### src/rtl/rst_ctl_bank.sv
module rst_ctl_bank #(
  parameter int              ADDR_W    = 12,
  parameter int              DW        = 32,
  parameter logic [11:0]     OFS_A     = 12'h200,
  parameter logic [11:0]     OFS_B     = 12'h220,
  parameter logic [11:0]     CLR_STEP  = 12'h004,
  parameter logic [11:0]     OFS_AUX   = 12'h908,
  parameter logic [31:0]     MASK_A    = 32'hFFFF_FFFF,
  parameter logic [31:0]     MASK_B    = 32'hFFFF_F7FF
) (
  input  logic              clk,
  input  logic              rst_n,
  input  logic              psel,
  input  logic              penable,
  input  logic              pwrite,
  input  logic [ADDR_W-1:0] paddr,
  input  logic [DW-1:0]     pwdata,
  output logic [DW-1:0]     prdata,
  output logic [DW-1:0]     rst_word_a,
  output logic [DW-1:0]     rst_word_b,
  output logic              rst_aux_n
);

  localparam logic [ADDR_W-1:0] A_SET = ADDR_W'(OFS_A);
  localparam logic [ADDR_W-1:0] A_CLR = ADDR_W'(OFS_A + CLR_STEP);
  localparam logic [ADDR_W-1:0] B_SET = ADDR_W'(OFS_B);
  localparam logic [ADDR_W-1:0] B_CLR = ADDR_W'(OFS_B + CLR_STEP);
  localparam logic [ADDR_W-1:0] AUX   = ADDR_W'(OFS_AUX);
  localparam logic [DW-1:0]     VA    = DW'(MASK_A);
  localparam logic [DW-1:0]     VB    = DW'(MASK_B);

  logic [DW-1:0] word_a, word_b;
  logic          aux;

  wire wr = psel & penable & pwrite;
  wire rd = psel & ~pwrite;

  always_ff @(posedge clk or negedge rst_n) begin
    if (!rst_n) begin
      word_a <= VA;
      word_b <= VB;
      aux    <= 1'b0;
    end else if (wr) begin
      case (paddr)
        A_SET:   word_a <= (word_a | pwdata) & VA;
        A_CLR:   word_a <= word_a & ~pwdata & VA;
        B_SET:   word_b <= (word_b | pwdata) & VB;
        B_CLR:   word_b <= word_b & ~pwdata & VB;
        AUX:     aux    <= pwdata[0];
        default: ;
      endcase
    end
  end

  always_comb begin
    prdata = '0;
    if (rd) begin
      case (paddr)
        A_SET:   prdata = word_a;
        B_SET:   prdata = word_b;
        AUX:     prdata = {{(DW-1){1'b0}}, aux};
        default: prdata = '0;
      endcase
    end
  end

  assign rst_word_a = word_a;
  assign rst_word_b = word_b;
  assign rst_aux_n  = aux;

  AST_HOLE_ZERO: assert property (@(posedge clk) disable iff (!rst_n)
    (rst_word_b & ~VB) == '0);

  AST_SET_A: assert property (@(posedge clk) disable iff (!rst_n)
    (wr && paddr == A_SET) |=> ((rst_word_a & $past(pwdata)) == ($past(pwdata) & VA))
                              && ((rst_word_a & ~$past(pwdata)) == ($past(rst_word_a) & ~$past(pwdata))));

  AST_CLR_B: assert property (@(posedge clk) disable iff (!rst_n)
    (wr && paddr == B_CLR) |=> ((rst_word_b & $past(pwdata)) == '0)
                              && ((rst_word_b & ~$past(pwdata)) == ($past(rst_word_b) & ~$past(pwdata))));

  AST_IDLE_HOLD: assert property (@(posedge clk) disable iff (!rst_n)
    !wr |=> $stable(rst_word_a) && $stable(rst_word_b) && $stable(rst_aux_n));

  AST_ALIAS_READ: assert property (@(posedge clk) disable iff (!rst_n)
    (rd && (paddr == A_CLR || paddr == B_CLR)) |-> prdata == '0);

  AST_AUX_UPPER: assert property (@(posedge clk) disable iff (!rst_n)
    (rd && paddr == AUX) |-> prdata[DW-1:1] == '0);

endmodule

### config.mk
export PLATFORM = sky130hd
export DESIGN_NAME = rst_ctl_bank
export DESIGN_NICKNAME = d
export VERILOG_FILES = /design/src/rtl/rst_ctl_bank.sv
export SDC_FILE = /design/constraint.sdc
export NUM_CORES = 1
export LEC_CHECK = 0
export BUFFER_PORTS_ARGS = -buffer_cell sky130_fd_sc_hd__clkbuf_2
export CAP_MARGIN = 20
export CORE_ASPECT_RATIO = 1.2
export CORE_MARGIN = 2
export CORE_UTILIZATION = 56
export CTS_BUF_LIST = sky130_fd_sc_hd__clkbuf_2
export CTS_CLUSTER_DIAMETER = 50
export CTS_CLUSTER_SIZE = 24
export DETAILED_ROUTE_END_ITERATION = 8
export GPL_TIMING_DRIVEN = 0
export PLACE_DENSITY = 0.89
export SLEW_MARGIN = 25
export SYNTH_ARGS = -nofsm -noshare
export SYNTH_HDL_FRONTEND = slang
export SYNTH_SLANG_ARGS = --single-unit
### constraint.sdc
create_clock -name clk -period 8.8 [get_ports clk]
set_input_delay 2.2 -clock clk [delete_from_list [all_inputs] [get_ports clk]]
set_output_delay 2.2 -clock clk [all_outputs]
set_load 0.03 [all_outputs]
======== Word-level counts from Yosys, hierarchy flattened ========
Cells that the tools add are included.
Widths: inputs -> output; s select.
word-level totals
  flip-flop bits (word level) ............. 65
  bits of input ports ..................... 49
cells by class
  equality and inequality tests ........... 5
  reduce and logical (&&, ||, !) cells .... 5
  bitwise gates (word level) .............. 9
  mux-type cells .......................... 4
operators with widths
  operator              number
  $pmux 32 s2           2
  $pmux 32 s3           1
  $and 32x32->32        2
  $or 32x32->32         2
  $eq 12x10->1 const B  4
  $mux 32               1
  $not 32->32           1
  $eq 12x12->1 const B  1
  $reduce_and 2->1      3
  $reduce_bool 2->1     2
  $and 1x1->1           3
  $not 1->1             1

======== Logic depth before layout (Yosys ltp) ========
Gate-level depths: netlist of the first run.
  depth after elaboration ................. 3
  gate-level depth with buffers ........... 6
  depth with buffers taken out ............ 3

======== Least setup slack after synthesis of the first run ========
OpenSTA, ideal clock, no wires.
  path type ............................... input-to-output
  start ................................... input paddr[11]
  end ..................................... output prdata[0]
  arrival time ............................ 4.208 ns
  cell stages on the path ................. 5
  path slack .............................. 2.392 ns
  cells stage by stage .................... or4b_1 > buf_2 > clkbuf_1 > o22a_1 > nor4_1
between the ends
  cells in the longest elaborated chain, start to end .. 3
  elaborated cells between the ends (all ways) .. 5
  those cells by class .................... eq/ne (3); mux (2)
ends and longest elaborated chain
  what                                          RTL line  text
  start, declared                               16        input logic [ADDR_W-1:0] paddr,
  $eq 12x12->1 or $eq 12x10->1 (tied branches)  58        case (paddr)
  $pmux 32 s3 (*)                               58
  $mux 32 (*)                                   57        if (rd) begin
  end, declared                                 18        output logic [DW-1:0] prdata,
Every way passes the cells marked *; elsewhere a longest branch is shown, timed or not.

======== Final worst setup path of the first run ========
  start ................................... input paddr[10]
  end ..................................... output prdata[9]
Same word-level chain as after synthesis.

==> results of run 1 <==
-- synth_stat cells, drive strengths merged --
| library cell | number |
|---|---|
| conb | 1 |
| mux2i | 31 |
| nand3b | 2 |
| nand4 | 31 |
| or4 | 4 |
| mux2 | 64 |
| nand2 | 1 |
| or3b | 2 |
| buf | 17 |
| or2 | 1 |
| nor2 | 30 |
| nand2b | 1 |
| o22a | 1 |
| nor3b | 1 |
| dfstp | 63 |
| clkbuf | 41 |
| nor4 | 65 |
| or4b | 2 |
| nand4b | 33 |
| dfrtp | 1 |
-- power groups by stage --
stage | combinational [mW] | clock, mW | sequential [mW]
after global placement | 0.0643 | 0 | 0.302
final | 0.0702 | 0.169 | 0.298
after detailed placement | 0.0678 | 0 | 0.302
after CTS | 0.0683 | 0.169 | 0.298
after global routing | 0.0743 | 0.183 | 0.298
after floorplan | 0.0343 | 0 | 0.303
-- cell usage in the layout, fill, tap and decap left out, types with 2 or more instances in the layout --
| cell | n |
|---|---|
| nor2_1 | 30 |
| nand4b_1 | 33 |
| or3b_2 | 2 |
| mux2_2 | 64 |
| buf_2 | 12 |
| nand3b_1 | 2 |
| or4_1 | 2 |
| or4_4 | 2 |
| nor4_1 | 65 |
| dfstp_2 | 63 |
| clkinv_1 | 3 |
| nand4_1 | 31 |
| clkbuf_2 | 157 |
| clkbuf_1 | 35 |
| buf_1 | 4 |
| mux2i_1 | 31 |
-- final timing paths --
check                      startpoint                          to  slack (ns)  cells past startpoint
setup / recovery            paddr[10]                   prdata[9]        2.38                      8
hold / removal              rst_aux_n                   rst_aux_n        0.57                      1
setup reg to reg             register                    register        8.01                      1
hold reg to reg             rst_aux_n                   rst_aux_n        0.57                      1
max in group asynchronous       rst_n  asynchronous set/reset pin        6.59                      2
min in group asynchronous       rst_n  asynchronous set/reset pin        1.93                      1
-- kinds of logic (layout without fill, tap and decap cells) --
family	Yosys count	after routing	share of synthesized area, %
and+or+nand+nor	173	173	27.3
muxes	95	95	25.2
DFF	64	64	41.1
buffers and inverters	58	216	5.97
other	1	1	0.0918
AOI/OAI and AO/OA	1	1	0.214
-- metrics by stage --
stage | setup slack (ns) | power, mW | instance area (µm²)
finish | 2.38 | 0.537 | 5030
global route | 2.29 | 0.555 | 5030
CTS | 2.39 | 0.535 | 5030
detailed placement | 2.39 | 0.370 | 4930
global placement | 2.43 | 0.366 | 4910
floorplan | 2.39 | 0.337 | 4080
-- layout make-up --
class,instances,area [µm²],area share (%)
buffer,58,244,4.85
clock buffer,10,50.0,0.995
clock inverter,5,48.8,0.970
multi-input combinational,270,2160,42.9
sequential,64,1680,33.4
tap,90,113,2.24
timing repair buffer,143,733,14.6
-- per-layer routing --
metal  wire [µm]  track usage [%]
met1        4780             40.7
met2        6130             50.8
met3        1030             5.67
met4         480             12.9
met5           0                0
==> flow_metrics.tcl, run 1 <==
set metrics [dict create \
    outcome "finished, violations left" \
    violations_in_the_final_reports "design-rule violations" \
    grt_antenna_before_repair 0 \
    internal_power_uw 383 \
    syn_nets 441 \
    worst-path-buf-inv 5 \
    setup.worst_path.start_class "input port" \
    yosys.area.top_type "dfstp_2" \
    detail_route.drc_violations 1 \
    critPathSlowestCell "or4_1" \
    fmaxAchievable_ghz 0.156 \
    ir_drop_uv 82.9 \
    synth_top_cells_by_area "dfstp_2 41%, mux2_2 18%, nor4_1 10%" \
    placeableCoreArea_um2 7150 \
    drt.antenna.violating_nets 0 \
    timing.hold.worst.class "reg2reg" \
    vias_in_the_first_global_route 3837 \
    finalWeightedCongestion 1.00 \
    post-route-min-period_ns 6.42 \
    syn_to_final_growth_pct 23.1 \
    worst_path_largest_cell_delay_ns 0.51 \
    grt.total_usage_pct 31.4 \
    synth_cells 392 \
    syn-cell-area_um2 4080 \
    yosys.area.top_type_share_pct 40.5 \
    cts_root_buffer "clkbuf_2" \
    finalWirelength_um 12400 \
    fp-row-count 34 \
    clock-sinks 64 \
    buffer_ports.inserted 142 \
    path_clk_slew_ns 0.17 \
    post_cts.resized_instances 0 \
    report.final.setup_viol 0 \
    totalNegativeSetupSlack_ns 0 \
    floorplan.die.height_um 97.5 \
    p_clk_share_pct 31.5 \
    power.density_cell_area_nw_per_um2 107 \
    cts-buffers-inserted 9 \
    synth.ff_latch_count 64 \
    max_slew.worst_pin.slew_ns 0.826 \
    pwr-share-comb_pct 13.1 \
    clock_tree_from_tritoncts "built" \
    grt_first_pass_wirelength_um 19300 \
    seq_power_share_pct 55.5 \
    grt_setup_unrepaired "false" \
    slew_headroom_pct 44.9 \
    post_route_cells_drive_above_1_share_pct 55.8 \
    detailroute.via_count 4140 \
    dpl.hpwl_um 9010 \
    leakagePower_nw 2.08 \
    first_pass_iters 9 \
    postSynthAreaPerCell_um2 10.4 \
    switching_share_pct 28.8 \
    diodes_inserted 0 \
    final_core_util_pct 70.4 \
    period_share_pct 72.9 \
    gr-total-overflow 0 \
    worst-setup-path-type "in2out" \
    cts.hold.buffers_added 0 \
    crit_required_ns 6.60 \
    synth.distinct_cells 25 \
    place_inst 625 \
    worstSetupEndpointType "primary output" \
    synth.yosys.warnings 0 \
    initial_detailed_routing_violation_count 372 \
    grt_max_degree 35 \
    cts-htree-levels 3 \
    non_filler_instance_count_after_layout 640 \
    timing.final.max_slew_violations 0 \
    routedWlPerCell_um 19.4 \
    crit_family "simple AND/OR/NAND/NOR gates" \
    whs_ns 0.573 \
    crit_path_cell_trace "clkbuf_2, or4_1, clkbuf_1, or4_1, clkbuf_1, buf_2, nor2_1, clkbuf_2" \
    report.final.hold_viol_count 0 \
    switching_power_uw 154 \
    cp_max_fo 10 \
    fillers 566 \
    design.portCount 146 \
    design.die.area_um2 7990 \
    total_number_of_nets_in_the_final_design 595 \
    die_width_um 82.0 \
    clk_path_buf_depth 2 \
    ys_seq_area_share_pct 41.1 \
    maxCapViolCount 0 \
    timing.critical_path.arrival_ns 4.22 \
    vias_per_cell 6.47 \
    insertion_delay_ns 0.51 \
    skew_ns 0 \
    floorplan.initialDensity_pct 57.1 \
    postCtsSetupBuffers 0 \
]
Power figures use the tool's default switching activity.
==> inputs of run 2 (changes only) <==
- ABC_AREA: not set -> 1
- CORE_UTILIZATION: 56 -> 47
- PLACE_DENSITY: 0.89 -> 0.8
- clock period: 8.8 -> 5.6 ns (I/O delays scaled with it)
==> run 2 against run 1 <==
Against the previous run:
- the run now ends clean
- routed wire length is 5.0% higher
- total power rose by 69%
- sequential cell count did not move
- first-iteration DRC count decreased by 1.1%
- final area barely moved
- area after synthesis decreased by 2.5%
- global-route usage fell by 2.7 points
- core utilization is 8.7 points lower
- critical path depth rose by 2
- largest cell class unchanged
- largest power group unchanged
- highest routed layer unchanged
==> flow_metrics.tcl, run 2 <==
set metrics [dict create \
    outcome "completed" \
    grt_use_met2_pct 46.0 \
    routedWlPerCell_um 15.3 \
    post_cts.resized_instances 0 \
    synth-edff-count 0 \
    syn_nets 626 \
    crit_path_cell_trace "clkbuf_2, nor2_2, nand2_1, nor2_2, nand2_1, nand3_1, nand2_1, buf_2, nor2_1, clkbuf_2" \
    grt_use_met1_pct 38.2 \
    vias_in_the_first_global_route 4299 \
    most_frequent_standard_cell_in_the_layout_excluding_fill_and_tap_cells "nand2_1" \
    yosys.area.top_type "dfstp_2" \
    gr-total-overflow 0 \
    synth.distinct_cells 18 \
    synth_most_common_cell "nand2_1" \
    worst-path-buf-inv 3 \
    report.final.hold_viol_count 0 \
    post_synthesis_simple_gate_area_fraction_pct 47.6 \
    cts_root_buffer "clkbuf_2" \
    area_fraction_in_compound_gates_after_synthesis_pct 0.126 \
    synth.cells.most_frequent "203 x nand2_1, 100 x nand3_1, 63 x dfstp_2, 63 x nand4_1, 47 x nor2_1" \
    synthFlopType "dfstp_2" \
    fmaxAchievable_ghz 0.230 \
    whs_ns 0.485 \
    r2r_setup_slack_ns 4.82 \
    design.die.area_um2 9220 \
    drt.antenna.violating_nets 0 \
    final_core_util_pct 61.6 \
    power_uw 909 \
    non_filler_instance_count_after_layout 853 \
    crit_required_ns 4.20 \
    grt_antenna_before_repair 1 \
    path_clk_slew_ns 0.17 \
    vias_per_cell 5.38 \
    finalWeightedCongestion 0.860 \
    async_reset_ff_share_pct 100 \
    fp-row-count 36 \
    design.portCount 146 \
    max_slew.worst_pin.slew_ns 0.592 \
    post_synth_mux_area_share_pct 0 \
    detailroute.via_count 4589 \
    grt_first_pass_wirelength_um 20900 \
    critPathSlowestCell "nor2_2" \
    die_width_um 88.0 \
    synth_top_cells_by_area "dfstp_2 42%, nand2_1 19%, nand3_1 13%" \
    grt_max_degree 35 \
    mostFrequentLayoutCells "203 x nand2_1, 153 x clkbuf_2, 100 x nand3_1, 63 x nand4_1, 63 x dfstp_2" \
    floorplan.initialDensity_pct 48.8 \
    postSynthAreaPerCell_um2 6.90 \
    cts.hold.buffers_added 0 \
    worst_path_largest_cell_delay_ns 0.24 \
    cp_max_fo 10 \
    cts-buffers-inserted 9 \
    finalWirelength_um 13000 \
    synth.ff_latch_count 64 \
    synth_adder_area_share_pct 0 \
    totalNegativeSetupSlack_ns 0 \
    syn-cell-area_um2 3980 \
    clk_path_buf_depth 2 \
    maxCapViolCount 0 \
    postCtsSetupBuffers 0 \
    main_combinational_cell_family_by_area_after_synthesis "simple AND/OR/NAND/NOR gates" \
    cts-htree-levels 3 \
    skew_ns 0 \
    setup.worst_path.start_class "input port" \
    leakagePower_nw 2.52 \
    post_route_cells_drive_above_1_share_pct 35.0 \
    yosys.area.top_type_share_pct 41.6 \
    synth.yosys.warnings 0 \
    placeableCoreArea_um2 8150 \
    power.density_cell_area_nw_per_um2 181 \
    total_number_of_nets_in_the_final_design 782 \
    grt_setup_unrepaired "false" \
    grt.met3_usage_pct 4.03 \
    min_delay_path_depth 2 \
    place_inst 836 \
    synth-xor-area-share_pct 0 \
    first_pass_iters 5 \
    syn_to_final_growth_pct 26.3 \
    slew_headroom_pct 60.5 \
    timing.hold.worst.class "reg2reg" \
    worstSetupEndpointType "primary output" \
    buffer_ports.inserted 144 \
    dpl.hpwl_um 9270 \
    worst_path_most_repeated_cell "nand2_1" \
    top_usage_layer "met2" \
    detail_route.drc_violations 0 \
    worst-setup-path-type "in2out" \
    ir_drop_uv 110 \
    timing.final.max_slew_violations 0 \
    post-route-min-period_ns 4.35 \
    crit_family "simple AND/OR/NAND/NOR gates" \
    initial_detailed_routing_violation_count 368 \
    insertion_delay_ns 0.51 \
    grt.total_usage_pct 28.7 \
    clock-sinks 64 \
    r2r.worst_path.cells 2 \
    clock_tree_from_tritoncts "built" \
    floorplan.die.height_um 105 \
    synth_cells 577 \
    report.final.setup_viol 0 \
    period_share_pct 77.6 \
    timing.critical_path.arrival_ns 2.95 \
    ys_seq_area_share_pct 42.2 \
]
-- run 2: cell families after synthesis --
logic type      Yosys count
compound gates            1
buf+inv                  91
flops                    64
other cells               1
simple gates            420
-- run 2: area by class of cell --
class | instances | area, µm²
Antenna cell | 1 | 2.50
Buffer | 44 | 221
Clock buffer | 10 | 50.0
Clock inverter | 6 | 108
Fill cell | 783 | 3130
Inverter | 47 | 176
Multi-Input combinational cell | 422 | 1900
Sequential cell | 64 | 1680
Tap cell | 114 | 143
Timing Repair Buffer | 145 | 743
-- run 2: worst max-delay path by stage --
stage | from | to | slack, ns | cells after the start
global placement | paddr[7] | prdata[8] | 1.32 | 10
finish | paddr[7] | prdata[8] | 1.25 | 10
detailed placement | paddr[7] | prdata[8] | 1.28 | 10
global route | paddr[7] | prdata[0] | 1.02 | 10
floorplan | paddr[7] | prdata[0] | 1.63 | 8
CTS | paddr[7] | prdata[8] | 1.27 | 10
-- run 2: through the flow --
stage | cell area (µm²) | setup WS, ns
final | 5030 | 1.25
after global routing | 5030 | 1.02
after CTS | 5020 | 1.27
after detailed placement | 4870 | 1.28
after global placement | 4840 | 1.32
after floorplan | 3980 | 1.63
-- run 2: metal layers --
| layer | vias to the layer above | wire (µm) |
|---|---|---|
| li1 | 2198 | - |
| met1 | 2134 | 5350 |
| met2 | 235 | 6410 |
| met3 | 22 | 1040 |
| met4 | 0 | 254 |
| met5 | - | 0 |
-- run 2: worst reg2reg max path, delay by kind of cell, from the launching register on --
kind	cells	cell delay, ns
flip-flops	1	0.60
AND/OR/NAND/NOR	2	0.14
-- run 2: power by group --
part | leakage [nW] | total, mW | internal, mW | switching [mW]
Combinational | 1.77 | 0.0694 | 0.0195 | 0.0499
Clock | 0.0919 | 0.372 | 0.193 | 0.180
Sequential | 0.658 | 0.467 | 0.466 | 0.000537
